File: config.mk
export PLATFORM = sky130hd
export DESIGN_NAME = dpl_ctrl
export DESIGN_NICKNAME = d
export VERILOG_FILES = /design/src/rtl/dpl_pkg.sv /design/src/rtl/dpl_pad_filter.sv /design/src/rtl/dpl_lockout.sv /design/src/rtl/dpl_seq.sv /design/src/rtl/dpl_ctrl.sv
export SDC_FILE = /design/constraint.sdc
export NUM_CORES = 1
export LEC_CHECK = 0
export ABC_AREA = 1
export BUFFER_PORTS_ARGS = -buffer_cell sky130_fd_sc_hd__buf_4
export CAP_MARGIN = 20
export CORE_MARGIN = 2
export CORE_UTILIZATION = 51
export CTS_BUF_LIST = sky130_fd_sc_hd__clkbuf_16
export CTS_CLUSTER_DIAMETER = 150
export DETAILED_ROUTE_END_ITERATION = 12
export GPL_TIMING_DRIVEN = 0
export PLACE_DENSITY_LB_ADDON = 0.25
export SLEW_MARGIN = 20
export SYNTH_ARGS = -nofsm -noshare
export SYNTH_HDL_FRONTEND = slang
export SYNTH_SLANG_ARGS = --single-unit
File: constraint.sdc
create_clock -name clk -period 1.8 [get_ports clk]
set_input_delay 0.36 -clock clk [delete_from_list [all_inputs] [get_ports clk]]
set_output_delay 0.36 -clock clk [all_outputs]
set_load 0.02 [all_outputs]
File: src/rtl/dpl_pkg.sv
package dpl_pkg;

    typedef enum logic [1:0] {
        ST_IDLE   = 2'd0,
        ST_ERASE  = 2'd1,
        ST_OPEN   = 2'd2,
        ST_LOCKED = 2'd3
    } dpl_state_e;

    typedef struct packed {
        logic valid;
        logic present;
    } pad_view_t;

    function automatic logic may_open(input pad_view_t pv, input logic lock, input logic lockout);
        return pv.valid && pv.present && !lock && !lockout;
    endfunction

    function automatic logic lock_event(input pad_view_t pv, input logic first_seen,
                                        input logic lock);
        return pv.valid && !pv.present && (!first_seen || lock);
    endfunction

endpackage

File: src/rtl/dpl_pad_filter.sv
module dpl_pad_filter
    import dpl_pkg::*;
#(
    parameter int SYNC_STAGES = 2,
    parameter int DEB_CYC     = 16
) (
    input  logic      clk,
    input  logic      rst,
    input  logic      pad_raw,
    output pad_view_t pv
);
    localparam int CW = $clog2(DEB_CYC + 1);
    localparam logic [CW-1:0] CNT_TOP = CW'(DEB_CYC - 1);

    logic [SYNC_STAGES-1:0] sync_q;
    logic                   cand_q;
    logic [CW-1:0]          cnt_q;
    pad_view_t              pv_q;
    logic                   s_now;

    assign s_now = sync_q[SYNC_STAGES-1];

    generate
        if (SYNC_STAGES == 1) begin : g_one
            always_ff @(posedge clk) begin
                if (rst) sync_q <= '0;
                else     sync_q <= pad_raw;
            end
        end else begin : g_chain
            always_ff @(posedge clk) begin
                if (rst) sync_q <= '0;
                else     sync_q <= {sync_q[SYNC_STAGES-2:0], pad_raw};
            end
        end
    endgenerate

    always_ff @(posedge clk) begin
        if (rst) begin
            cand_q <= 1'b0;
            cnt_q  <= '0;
            pv_q   <= '0;
        end else if (s_now != cand_q) begin
            cand_q <= s_now;
            cnt_q  <= '0;
        end else if (cnt_q != CNT_TOP) begin
            cnt_q <= cnt_q + 1'b1;
        end else begin
            pv_q.present <= cand_q;
            pv_q.valid   <= 1'b1;
        end
    end

    assign pv = pv_q;


    filt_window_chk: assert property (@(posedge clk) disable iff (rst)
        (pv_q.present != $past(pv_q.present)) |-> ($past(cnt_q) == CNT_TOP));

endmodule

File: src/rtl/dpl_lockout.sv
module dpl_lockout
    import dpl_pkg::*;
(
    input  logic      clk,
    input  logic      rst,
    input  pad_view_t pv,
    input  logic      lock_req,
    output logic      lockout
);
    logic seen_q;
    logic lock_q;

    always_ff @(posedge clk) begin
        if (rst) begin
            seen_q <= 1'b0;
            lock_q <= 1'b0;
        end else begin
            seen_q <= seen_q | pv.valid;
            if (lock_event(pv, seen_q, lock_req))
                lock_q <= 1'b1;
        end
    end

    assign lockout = lock_q;


    lockout_sticky_chk: assert property (@(posedge clk) disable iff (rst)
        lock_q |=> lock_q);

endmodule

File: src/rtl/dpl_seq.sv
module dpl_seq
    import dpl_pkg::*;
(
    input  logic       clk,
    input  logic       rst,
    input  logic       warm_rst,
    input  pad_view_t  pv,
    input  logic       lock_req,
    input  logic       lockout,
    input  logic       erase_done,
    input  logic       skip_cfg,
    input  logic       prior_active,
    output dpl_state_e state
);
    dpl_state_e st_q, st_d;
    logic       opened_q;
    logic       go;
    logic       skip_ok;

    assign go      = may_open(pv, lock_req, lockout);
    assign skip_ok = skip_cfg && prior_active && !opened_q;

    always_comb begin
        st_d = st_q;
        unique case (st_q)
            ST_IDLE: begin
                if (lockout)  st_d = ST_LOCKED;
                else if (go)  st_d = skip_ok ? ST_OPEN : ST_ERASE;
            end
            ST_ERASE: begin
                if (erase_done) begin
                    if (lockout)  st_d = ST_LOCKED;
                    else if (go)  st_d = ST_OPEN;
                    else          st_d = ST_IDLE;
                end
            end
            ST_OPEN: begin
                if (lockout)  st_d = ST_LOCKED;
                else if (!go) st_d = ST_IDLE;
            end
            default: st_d = ST_LOCKED;
        endcase
    end

    always_ff @(posedge clk) begin
        if (rst) begin
            st_q     <= ST_IDLE;
            opened_q <= 1'b0;
        end else begin
            st_q <= warm_rst ? ST_IDLE : st_d;
            if (!warm_rst && st_q == ST_IDLE && (st_d == ST_ERASE || st_d == ST_OPEN))
                opened_q <= 1'b1;
        end
    end

    assign state = st_q;


    open_after_erase_chk: assert property (@(posedge clk) disable iff (rst)
        (st_q == ST_OPEN && $past(st_q) != ST_OPEN) |->
            ($past(erase_done) || $past(skip_ok)));


    erase_hold_chk: assert property (@(posedge clk) disable iff (rst)
        (st_q == ST_ERASE && !erase_done && !warm_rst) |=> (st_q == ST_ERASE));


    locked_stays_chk: assert property (@(posedge clk) disable iff (rst)
        (st_q == ST_LOCKED && !warm_rst) |=> (st_q == ST_LOCKED));

endmodule

File: src/rtl/dpl_ctrl.sv
module dpl_ctrl
    import dpl_pkg::*;
#(
    parameter int SYNC_STAGES = 2,
    parameter int DEB_CYC     = 16
) (
    input  logic       clk,
    input  logic       rst,
    input  logic       warm_rst,
    input  logic       pad_det,
    input  logic       lock_req,
    input  logic       erase_done,
    input  logic       skip_cfg,
    input  logic       prior_active,
    output logic       port_en,
    output logic       erase_req,
    output logic [1:0] status
);
    pad_view_t  pv;
    logic       lockout;
    dpl_state_e state;

    dpl_pad_filter #(.SYNC_STAGES(SYNC_STAGES), .DEB_CYC(DEB_CYC)) u_filt (
        .clk     (clk),
        .rst     (rst),
        .pad_raw (pad_det),
        .pv      (pv)
    );

    dpl_lockout u_lock (
        .clk      (clk),
        .rst      (rst),
        .pv       (pv),
        .lock_req (lock_req),
        .lockout  (lockout)
    );

    dpl_seq u_seq (
        .clk          (clk),
        .rst          (rst),
        .warm_rst     (warm_rst),
        .pv           (pv),
        .lock_req     (lock_req),
        .lockout      (lockout),
        .erase_done   (erase_done),
        .skip_cfg     (skip_cfg),
        .prior_active (prior_active),
        .state        (state)
    );

    assign port_en   = (state == ST_OPEN);
    assign erase_req = (state == ST_ERASE);
    assign status    = state;


    en_erase_excl_chk: assert property (@(posedge clk) disable iff (rst)
        !(port_en && erase_req));


    no_open_when_locked_chk: assert property (@(posedge clk) disable iff (rst)
        lockout |-> !port_en);

endmodule

; ---- Word level (Yosys, flattened, before mapping)
; Index checks and enable logic that the tools add are counted.
[totals]
ff_bits = 15
latch_bits = 0
mem_bits_rw = 0
rom_bits = 0
output_inout_bits = 4
wordCells = 49
n_memories = 0
[classes]
addsub = 1
n_mul = 0
div = 0
magnitude_cmp = 0
n_eq_ne = 6
n_shift = 0
n_mux = 9
bitwise = 3
reduce_logical = 21
[ops]
columns = operator, n
row1 = 2-bit 2-to-1 mux, 8
row2 = 1-bit logical AND, 9
row3 = 1-bit zero test, 6
row4 = 2-bit one-hot mux with 3 select lines, 1
row5 = 5-bit by 1-bit adder with 5-bit output (second input constant), 1
row6 = 5-bit by 4-bit != test with 1-bit output (second input constant), 1
row7 = 2-bit by 1-bit == test with 1-bit output (second input constant), 2
row8 = 2-bit == test (second input constant), 2
row9 = 2-bit OR reduction, 2
row10 = 2-bit zero test, 1
row11 = 1-bit logical OR, 2
row12 = 1-bit NOT, 2
row13 = 2-bit AND reduction, 1
row14 = 1-bit != test, 1
row15 = 1-bit OR, 1

; ---- Logic depth before layout (Yosys ltp)
; Gate-level depths: netlist of the first run.
[logic_depth]
ltp_word = 10
ltp_mapped = 10
depth_no_buf = 10

; ---- Hierarchy
; Synthesis of the first run repeated with hierarchy kept, for this count alone.
[unflattened]
hier_cells = 98
hier_area_um2 = 689.4
[modules_own_cells]
columns = module, instances, cells_per_inst, area_each_um2, seq_area_each_um2
row1 = dpl_pad_filter, 1, 54, 417.9, 200.2
row2 = dpl_seq, 1, 29, 177.7, 60.1
row3 = dpl_lockout, 1, 11, 78.8, 40.0
row4 = dpl_ctrl, 1, 4, 15.0, 0.0

; ---- Worst setup path before layout of the first run
; Ideal clock, no wire load.
[synth_timing]
path_type = reg2reg
start = register u_filt.cnt_q[1]
end = register u_filt.pv_q, in the netlist u_filt.pv[0]
setup_ns = 0.135
t_arrival_ns = 1.207
slack_ns = 0.458
stages_incl_launch_ff = 10
path_buffers = 0
period_less_slack_ns = 1.342
path_cell_list = dfxtp_1 > ha_1 > nand2_1 > nor2_1 > ha_1 > inv_1 > nor2_1 > inv_1 > nand2_1 > a21oi_1
[synth_via]
elab_chain_len = 3
[synth_rtl]
columns = element, line
row1 = "start, declared", dpl_pad_filter.sv:17  ; logic [CW-1:0] cnt_q;
row2 = "start signal, assigned", dpl_pad_filter.sv:46  ; cnt_q <= cnt_q + 1'b1;
row3 = 5-bit by 4-bit != test with 1-bit output, dpl_pad_filter.sv:45  ; end else if (cnt_q != CNT_TOP) begin
row4 = 1-bit NOT (no line), -
row5 = 2-bit AND reduction (no line), -
row6 = "end, declared", dpl_pad_filter.sv:18  ; pad_view_t pv_q;
; No other way between the ends.
; A chain may end at the register's enable or synchronous reset.

; ---- Final worst setup path of the first run
; Same ends and word-level chain as after synthesis.

==> metrics.txt, run 1 <==
# TYPE chip_impl_metric gauge
chip_impl_metric{name="post_route_cells_drive_above_1_share",unit="%"} 22.6
chip_impl_metric{name="clk-insertion-delay-late",unit="ns"} 0.24
chip_impl_metric{name="yosysWarningCount",unit=""} 0
chip_impl_metric{name="multi_input_comb_area",unit="um^2"} 310
chip_impl_info{name="holdCritPathClass",value="primary input to register"} 1
chip_impl_metric{name="hold_path_depth",unit=""} 2
chip_impl_metric{name="largest_net_degree_at_the_start_of_global_routing",unit=""} 11
chip_impl_info{name="worst_path_max_delay_cell",value="dfxtp_1"} 1
chip_impl_info{name="post-synth-top-area-cell",value="dfxtp_1"} 1
chip_impl_metric{name="fill_cell_instance_count_of_the_final_layout",unit=""} 110
chip_impl_metric{name="core.rowCount",unit=""} 13
chip_impl_metric{name="setup_ws_pre_cts",unit="ns"} 0.298
chip_impl_metric{name="hold_viol",unit=""} 0
chip_impl_metric{name="wl_met1",unit="um"} 559
chip_impl_metric{name="detailed_placement_hpwl",unit="um"} 893
chip_impl_info{name="reg2reg_to",value="u_filt.pv[0]$_SDFFE_PP0P_"} 1
chip_impl_metric{name="ant_nets",unit=""} 0
chip_impl_metric{name="min_period",unit="ns"} 1.52
chip_impl_metric{name="grt_pass1_vias",unit=""} 473
chip_impl_metric{name="crit_path_max_fanout",unit=""} 5
chip_impl_metric{name="gr-total-overflow",unit=""} 0
chip_impl_metric{name="fmax",unit="MHz"} 656
chip_impl_metric{name="finish.net_count",unit=""} 117
chip_impl_info{name="crit_type",value="register to register"} 1
chip_impl_info{name="grt_setup_unrepaired",value="no"} 1
chip_impl_metric{name="clk_transition_reported_paths",unit="ns"} 0.05
chip_impl_metric{name="place.gp.congestion",unit=""} 0.684
chip_impl_metric{name="synth.distinct_cells",unit=""} 21
chip_impl_metric{name="wire_length_of_the_first_global_routing_pass",unit="um"} 1890
chip_impl_metric{name="timing.max_cap.violations",unit=""} 0
chip_impl_metric{name="tightestPinTransition",unit="ns"} 0.472
chip_impl_metric{name="gate_count_post_synth",unit=""} 91
chip_impl_metric{name="die-area",unit="um^2"} 1630
chip_impl_metric{name="slowest_delay",unit="ns"} 0.38
chip_impl_info{name="outcome",value="completed"} 1
chip_impl_metric{name="total_power",unit="mW"} 0.818
chip_impl_metric{name="antenna_found_initial",unit=""} 0
chip_impl_info{name="launch_instance_of_the_worst_min_delay_path",value="warm_rst"} 1
chip_impl_metric{name="clock_path_buffers",unit=""} 2
chip_impl_metric{name="critPathArrivalTime",unit="ns"} 1.63
chip_impl_info{name="critPathCaptureType",value="register"} 1
chip_impl_metric{name="postRouteWirelength",unit="um"} 1220
chip_impl_metric{name="timing.final.max_slew_violations",unit=""} 0
chip_impl_metric{name="cts_setup_buffers",unit=""} 0
chip_impl_info{name="yosys-top-cells-area",value="dfxtp_1 (45%), nand2_1 (8.9%), nor2_1 (8.3%), inv_1 (7.8%), a21oi_1 (5.2%)"} 1
chip_impl_metric{name="utilization",unit="%"} 67.5
chip_impl_metric{name="synth_top_cell_area_share",unit="%"} 44.5
chip_impl_metric{name="die_width",unit="um"} 40.4
chip_impl_metric{name="clock-sinks",unit=""} 15
chip_impl_info{name="clock_tree_from_tritoncts",value="done"} 1
chip_impl_info{name="crit-reg2reg-launch",value="u_filt.cnt_q[1]$_SDFFE_PP0N_"} 1
chip_impl_metric{name="postLayoutSetupSlackWorst",unit="ns"} 0.277
chip_impl_metric{name="io-pin-count",unit=""} 12
chip_impl_metric{name="ir_drop",unit="uV"} 609
chip_impl_metric{name="ff_latch_area",unit="um^2"} 300
chip_impl_metric{name="total_nets_after_synthesis",unit=""} 101
chip_impl_metric{name="design.core.area",unit="um^2"} 1270
chip_impl_metric{name="firstDrtPassIters",unit=""} 2
chip_impl_metric{name="postSynthAreaPerCell",unit="um^2"} 7.41
chip_impl_metric{name="wire_per_inst",unit="um"} 10.1
chip_impl_metric{name="detail_route.vias_per_cell",unit=""} 4.69
chip_impl_metric{name="die_h",unit="um"} 40.4
chip_impl_metric{name="power_leakage",unit="nW"} 0.387
chip_impl_metric{name="vias",unit=""} 568
chip_impl_metric{name="antenna-diode-count",unit=""} 0
chip_impl_metric{name="setup_viol",unit=""} 0
chip_impl_metric{name="synth-seq-cells",unit=""} 15
chip_impl_metric{name="synthToLayoutAreaGrowth",unit="%"} 26.9
chip_impl_metric{name="htree_levels",unit=""} 1
chip_impl_metric{name="hold_slack",unit="ns"} 0.301
chip_impl_metric{name="ratio_of_final_minimum_period_to_clock_period",unit="%"} 84.6
chip_impl_metric{name="reg2regPathDepth",unit=""} 9
chip_impl_metric{name="drt-initial-drc-count",unit=""} 1
chip_impl_metric{name="grt_usage",unit="%"} 18.7
chip_impl_metric{name="detail_route.drc_violations",unit=""} 0
chip_impl_metric{name="required",unit="ns"} 1.91
chip_impl_info{name="clock_tree.root_cell",value="clkbuf_16"} 1
chip_impl_info{name="cp_cell_sequence",value="ha_1, nand2_1, nor2_1, ha_1, inv_1, nor2_1, inv_1, nand2_1, a21oi_1"} 1
chip_impl_metric{name="power_density",unit="nW/um^2"} 956
chip_impl_metric{name="ys_seq_area_share",unit="%"} 44.5
chip_impl_metric{name="cts-buffers-inserted",unit=""} 3
chip_impl_metric{name="floorplan.initialDensity",unit="%"} 53.2
chip_impl_metric{name="finClkSkew",unit="ns"} 0.00101
chip_impl_metric{name="amount_of_wire_on_met2_after_detailed_routing",unit="um"} 587
chip_impl_info{name="routed.top_layer",value="met4"} 1
chip_impl_metric{name="worst-r2r-setup-slack",unit="ns"} 0.28
chip_impl_metric{name="cts.hold.buffers_added",unit=""} 0
chip_impl_metric{name="cts.repair.resized",unit=""} 0
chip_impl_metric{name="setup_tns",unit="ns"} 0
chip_impl_metric{name="synthesis.area",unit="um^2"} 674
chip_impl_metric{name="portBuffers",unit=""} 11
chip_impl_metric{name="sum_of_met3_wire_segment_lengths_after_detailed_routing",unit="um"} 36
chip_impl_info{name="hold_end",value="u_seq.state[1]$_SDFF_PP0_"} 1
chip_impl_metric{name="timing.max_slew.rel_slack",unit="%"} 68.5
chip_impl_info{name="critPathLaunchType",value="register"} 1
## critical path, delay by kind of cell (launching register included)
kind                       cells  cell delay (ns)
adders and majority gates      2             0.43
DFF                            1             0.38
and+or+nand+nor                4             0.36
buffers and inverters          2             0.17
AOI/OAI and AO/OA              1             0.06
## logic make-up after synthesis
family	after synthesis	synth area share, %
XOR/XNOR	2	2.60
flip-flops	15	44.5
AND/OR/NAND/NOR	45	31.5
AO/OA/AOI/OAI	10	8.16
adder cells (fa/ha/maj)	2	3.71
buffers and inverters	17	9.46
## layout make-up
class | instances | share of cell area (%)
Clock buffer | 3 | 8.77
Clock inverter | 1 | 0.585
Timing Repair Buffer | 11 | 9.65
Buffer | 1 | 0.439
Tap cell | 15 | 2.19
Sequential cell | 15 | 35.1
Multi-Input combinational cell | 59 | 36.3
Inverter | 16 | 7.02
## report_power, final
group	switching, mW	total, mW	internal, mW
clock	0.133	0.429	0.296
sequential	0.00694	0.348	0.341
combinational	0.0207	0.0406	0.0199
total	0.161	0.818	0.658
## Yosys cell counts
library cell,number
nand2_1,16
dfxtp_1,15
nor2_1,15
inv_1,14
a21oi_1,7
nand3_1,3
ha_1,2
inv_2,2
nand3_2,2
nor2_2,2
nor3_1,2
xor2_1,2
a21oi_2,1
a31oi_1,1
clkbuf_1,1
nand2_2,1
nand4_1,1
nor3b_1,1
nor3b_2,1
o21ai_0,1
or2_1,1
## stage by stage
step           cell area [um^2]  std cells
2_1_floorplan               674         91
3_3_place_gp                776        117
3_5_place_dp                776        117
4_1_cts                     856        121
5_1_grt                     856        121
6_report                    856        121
## state kept, by name, summed over array words and instances (netlist names)
register and cells:
u_lock.seen_q 1, u_filt.pv 2, u_filt.cnt_q 5, u_seq.state 2, u_filt.cand_q 1, u_filt.sync_q 2, u_seq.opened_q 1, u_lock.lockout 1
## routing by layer
| layer | global-route usage, % | vias up |
|---|---|---|
| met4 | 12.5 | 0 |
| met1 | 23.1 | 242 |
| met2 | 27.0 | 7 |
| met5 | 0 | - |
| met3 | 6.67 | 4 |
| li1 | - | 315 |
## worst max-delay path by stage
stage,to,cells past startpoint,startpoint,slack (ns)
after global placement,u_filt.pv[0]$_SDFFE_PP0P_,9,u_filt.cnt_q[1]$_SDFFE_PP0N_,0.32
after CTS,u_filt.pv[0]$_SDFFE_PP0P_,9,u_filt.cnt_q[1]$_SDFFE_PP0N_,0.26
after global routing,u_filt.pv[0]$_SDFFE_PP0P_,9,u_filt.cnt_q[1]$_SDFFE_PP0N_,0.09
after floorplan,u_filt.pv[0]$_SDFFE_PP0P_,9,u_filt.cnt_q[1]$_SDFFE_PP0N_,0.46
after detailed placement,u_filt.pv[0]$_SDFFE_PP0P_,9,u_filt.cnt_q[1]$_SDFFE_PP0N_,0.30
final,u_filt.pv[0]$_SDFFE_PP0P_,9,u_filt.cnt_q[1]$_SDFFE_PP0N_,0.28
## placed cells by master, fill, tap and decap left out
cell	netlist	routed
nand2_1	16	16
or2_1	1	1
xor2_1	2	2
nor3b_2	1	1
o21ai_0	1	1
nand3_1	3	3
dfxtp_1	15	15
nand4_1	1	1
inv_2	2	2
nor2_2	2	2
a31oi_1	1	1
a21oi_2	1	1
ha_1	2	2
nor2_1	15	15
nand2_2	1	1
clkbuf_16	0	3
buf_4	0	11
nor3b_1	1	1
nor3_1	2	2
clkbuf_1	1	1
clkinv_2	0	1
a21oi_1	7	7
inv_1	14	14
nand3_2	2	2
No activity file was read; power rests on OpenSTA's default activity.
==> inputs of run 2 (changes only) <==
Settings changed: ABC_AREA 1 to 0, CORE_UTILIZATION 51 to 45.
Clock period 1.8 ns to 1.3 ns, I/O delays scaled along.
==> run 2 against run 1 <==
The run now ends with setup timing left. Global-route usage shrank 2.2 points. Flip-flop and latch count is the same. Synthesized cell count shrank 24%. Critical endpoint is now u_filt.cnt_q[3]$_SDFFE_PP0N_.
==> metrics.txt, run 2 <==
# TYPE chip_impl_metric gauge
chip_impl_info{name="outcome",value="finished, violations left"} 1
chip_impl_info{name="failing_checks",value="setup timing"} 1
chip_impl_metric{name="clk-insertion-delay-late",unit="ns"} 0.24
chip_impl_metric{name="setup_ws_pre_cts",unit="ns"} -0.182
chip_impl_metric{name="ys_seq_area_share",unit="%"} 47.3
chip_impl_metric{name="drt-initial-drc-count",unit=""} 10
chip_impl_info{name="hold_end",value="u_seq.state[0]$_SDFF_PP0_"} 1
chip_impl_metric{name="htree_levels",unit=""} 1
chip_impl_metric{name="fill_cell_instance_count_of_the_final_layout",unit=""} 97
chip_impl_metric{name="setup_viol",unit=""} 3
chip_impl_metric{name="gate_count_post_synth",unit=""} 69
chip_impl_metric{name="antenna_found_initial",unit=""} 0
chip_impl_metric{name="ratio_of_final_minimum_period_to_clock_period",unit="%"} 103
chip_impl_metric{name="power_leakage",unit="nW"} 0.380
chip_impl_metric{name="yosys.area_share.simple",unit="%"} 23.9
chip_impl_metric{name="power_density",unit="nW/um^2"} 1280
chip_impl_metric{name="gr-total-overflow",unit=""} 0
chip_impl_info{name="holdCritPathClass",value="primary input to register"} 1
chip_impl_metric{name="final_cell_count_no_fill",unit=""} 104
chip_impl_metric{name="timing.final.max_slew_violations",unit=""} 0
chip_impl_metric{name="die_h",unit="um"} 41.5
chip_impl_metric{name="largest_net_degree_at_the_start_of_global_routing",unit=""} 11
chip_impl_metric{name="postSynthAreaPerCell",unit="um^2"} 9.19
chip_impl_info{name="worst_path_most_repeated_cell",value="ha_4"} 1
chip_impl_metric{name="die_width",unit="um"} 41.5
chip_impl_metric{name="finClkSkew",unit="ns"} 0.00346
chip_impl_metric{name="die-area",unit="um^2"} 1730
chip_impl_metric{name="utilization",unit="%"} 68.8
chip_impl_metric{name="slowest_delay",unit="ns"} 0.33
chip_impl_metric{name="yosys-mux-area-fraction",unit="%"} 1.58
chip_impl_info{name="final_cell_mix",value="buf_4 (17), dfxtp_1 (12), nor2_1 (10)"} 1
chip_impl_info{name="reg2reg_to",value="u_filt.cnt_q[3]$_SDFFE_PP0N_"} 1
chip_impl_metric{name="synth_top_cell_area_share",unit="%"} 47.3
chip_impl_metric{name="synth-edff-count",unit=""} 0
chip_impl_metric{name="synth_compound_area_share",unit="%"} 12.8
chip_impl_metric{name="max_reg_flops",unit=""} 5
chip_impl_info{name="dominantRegCellSynth",value="dfxtp_1"} 1
chip_impl_metric{name="post-place-cells",unit=""} 95
chip_impl_metric{name="synth.distinct_cells",unit=""} 27
chip_impl_metric{name="hold_path_depth",unit=""} 2
chip_impl_metric{name="post_synth_fa_ha_maj_area_fraction",unit="%"} 3.94
chip_impl_metric{name="postLayoutSetupSlackWorst",unit="ns"} -0.0409
chip_impl_metric{name="ant_nets",unit=""} 0
chip_impl_metric{name="required",unit="ns"} 1.43
chip_impl_metric{name="detail_route.drc_violations",unit=""} 0
chip_impl_info{name="synth_top_cells_by_count",value="dfxtp_1 (15), nor2_1 (11), nor2b_1 (6)"} 1
chip_impl_info{name="worst_path_dominant_cell_family",value="simple AND/OR/NAND/NOR gates"} 1
chip_impl_metric{name="core.rowCount",unit=""} 13
chip_impl_metric{name="detailed_placement_hpwl",unit="um"} 829
chip_impl_metric{name="firstDrtPassIters",unit=""} 4
chip_impl_info{name="clock_tree.root_cell",value="clkbuf_16"} 1
chip_impl_info{name="yosys-top-cells-area",value="dfxtp_1 (47%), nor2_1 (6.5%), nor2b_1 (5.9%), ha_1 (3.9%), a21oi_1 (3.2%)"} 1
chip_impl_metric{name="antenna-diode-count",unit=""} 0
chip_impl_metric{name="wire_length_of_the_first_global_routing_pass",unit="um"} 2130
chip_impl_metric{name="timing.max_cap.violations",unit=""} 0
chip_impl_info{name="post-synth-top-area-cell",value="dfxtp_1"} 1
chip_impl_metric{name="clock_path_buffers",unit=""} 2
chip_impl_metric{name="crit_path_max_fanout",unit=""} 6
chip_impl_metric{name="detail_route.vias_per_cell",unit=""} 5.10
chip_impl_metric{name="hold_slack",unit="ns"} 0.184
chip_impl_metric{name="min_period",unit="ns"} 1.34
chip_impl_metric{name="clk_transition_reported_paths",unit="ns"} 0.05
chip_impl_metric{name="vias",unit=""} 530
chip_impl_metric{name="grt_pass1_vias",unit=""} 510
chip_impl_metric{name="clock-sinks",unit=""} 15
chip_impl_metric{name="synth-seq-cells",unit=""} 15
chip_impl_info{name="critPathCaptureType",value="register"} 1
chip_impl_metric{name="post_route_cells_drive_above_1_share",unit="%"} 36.0
chip_impl_metric{name="io-pin-count",unit=""} 12
chip_impl_info{name="launch_instance_of_the_worst_min_delay_path",value="warm_rst"} 1
chip_impl_metric{name="place.gp.congestion",unit=""} 0.714
chip_impl_info{name="yosysMostFrequentCell",value="dfxtp_1"} 1
chip_impl_info{name="clock_tree_from_tritoncts",value="done"} 1
chip_impl_info{name="critPathLaunchType",value="register"} 1
chip_impl_metric{name="fmax",unit="MHz"} 746
chip_impl_metric{name="design.core.area",unit="um^2"} 1300
chip_impl_metric{name="critPathArrivalTime",unit="ns"} 1.47
chip_impl_metric{name="portBuffers",unit=""} 11
chip_impl_metric{name="hold_viol",unit=""} 0
chip_impl_info{name="max_flop_register",value="u_filt.cnt_q"} 1
chip_impl_metric{name="placement.cell_area",unit="um^2"} 764
chip_impl_metric{name="synthesis.area",unit="um^2"} 634
chip_impl_metric{name="postRouteWirelength",unit="um"} 1150
chip_impl_metric{name="yosys.area_share.xor_xnor",unit="%"} 5.52
chip_impl_metric{name="reg2regPathDepth",unit=""} 6
chip_impl_metric{name="wire_per_inst",unit="um"} 11.0
chip_impl_metric{name="final_design_area_no_fill",unit="um^2"} 896
chip_impl_metric{name="setup_tns",unit="ns"} -0.0599
chip_impl_metric{name="total_nets_after_synthesis",unit=""} 79
chip_impl_metric{name="ir_drop",unit="uV"} 1000
chip_impl_metric{name="cts-buffers-inserted",unit=""} 3
chip_impl_metric{name="grt_usage",unit="%"} 16.6
chip_impl_info{name="synth_top_family_by_area",value="simple AND/OR/NAND/NOR gates"} 1
chip_impl_info{name="cp_cell_sequence",value="ha_4, and3_4, ha_4, nand4b_1, xor2_1, nor2_1"} 1
chip_impl_metric{name="yosysWarningCount",unit=""} 0
chip_impl_metric{name="total_power",unit="mW"} 1.14
chip_impl_metric{name="worst_path_buffer_plus_inverter_count",unit=""} 0
chip_impl_metric{name="synthArstFlopShare",unit="%"} 0
chip_impl_info{name="crit_type",value="register to register"} 1
chip_impl_metric{name="synthToLayoutAreaGrowth",unit="%"} 41.2
chip_impl_info{name="mostFrequentLayoutCell",value="buf_4"} 1
chip_impl_info{name="worst_path_max_delay_cell",value="dfxtp_2"} 1
chip_impl_metric{name="worst-r2r-setup-slack",unit="ns"} -0.04
chip_impl_info{name="grt_setup_unrepaired",value="yes"} 1
chip_impl_metric{name="timing.max_slew.rel_slack",unit="%"} 82.5
chip_impl_metric{name="floorplan.initialDensity",unit="%"} 48.7
chip_impl_metric{name="finish.net_count",unit=""} 100
chip_impl_metric{name="tightestPinTransition",unit="ns"} 0.259
chip_impl_info{name="crit-reg2reg-launch",value="u_filt.cnt_q[0]$_SDFFE_PP0N_"} 1
-- run 2: changes by cell type after synthesis, moves of 2 or more --
cell      delta
a21oi_1      -3
inv_1       -10
nand2_1     -15
nand2b_1     +2
nand3_1      -2
nand3_2      -2
nand3b_1     +2
nor2_1       -4
nor2b_1      +6
nor3_1       -2
o21ai_1      +2
xnor2_1      +2
-- run 2: per-layer routing --
layer	part of all wire [%]	wire length (um)	GRT usage, %
met1	44	507	19.0
met2	47	538	25.9
met3	7.2	83	6.52
met4	1.4	16	9.68
met5	0	0	0
-- run 2: power by group --
| group | internal (mW) | switching [mW] |
|---|---|---|
| registers | 0.474 | 0.0104 |
| logic | 0.0418 | 0.0286 |
| clock network | 0.410 | 0.180 |
| total | 0.926 | 0.219 |
-- run 2: final cells by class --
class                   count  area (um^2)  area share, %
flip-flops and latches     15          304           33.9
well taps                  15         18.8           2.09
clock buffers               3         75.1           8.38
multi-input cells          47          335           37.4
inverters                   5         18.8           2.09
repair buffers             17          131           14.7
plain buffers               1         7.51          0.838
clock inverters             1         5.00          0.559
-- run 2: logic make-up after synthesis --
logic type,count (synthesis)
multiplexers,1
adder cells (fa/ha/maj),2
AO/OA/AOI/OAI,12
XOR/XNOR,4
flip-flops,15
buffers and inverters,7
AND/OR/NAND/NOR,28
-- run 2: worst max-delay path by stage --
stage | from | end | cells past startpoint
after floorplan | u_filt.cnt_q[1]$_SDFFE_PP0N_ | u_filt.cnt_q[3]$_SDFFE_PP0N_ | 7
after global placement | u_filt.cnt_q[1]$_SDFFE_PP0N_ | u_filt.cnt_q[3]$_SDFFE_PP0N_ | 7
after detailed placement | u_filt.cnt_q[0]$_SDFFE_PP0N_ | u_filt.cnt_q[3]$_SDFFE_PP0N_ | 7
after CTS | u_filt.cnt_q[0]$_SDFFE_PP0N_ | u_filt.cnt_q[3]$_SDFFE_PP0N_ | 6
after global routing | u_filt.cnt_q[0]$_SDFFE_PP0N_ | u_filt.cnt_q[3]$_SDFFE_PP0N_ | 6
final | u_filt.cnt_q[0]$_SDFFE_PP0N_ | u_filt.cnt_q[3]$_SDFFE_PP0N_ | 6
-- run 2: repair_timing --
item                                    CTS  global route
setup buffers                             6             0
pin swaps                                 3             3
hold buffers                              0             0
gates resized for setup                   4             2
endpoints found under the setup margin    6             7
gates cloned                              0             0
endpoints found under the hold margin     0             0
-- run 2: worst register-to-register path: stages, from the launching register on --
cell and delay (ns):
dfxtp_2 0.33, ha_4 0.15, and3_4 0.17, ha_4 0.17
nand4b_1 0.19, xor2_1 0.15, nor2_1 0.06
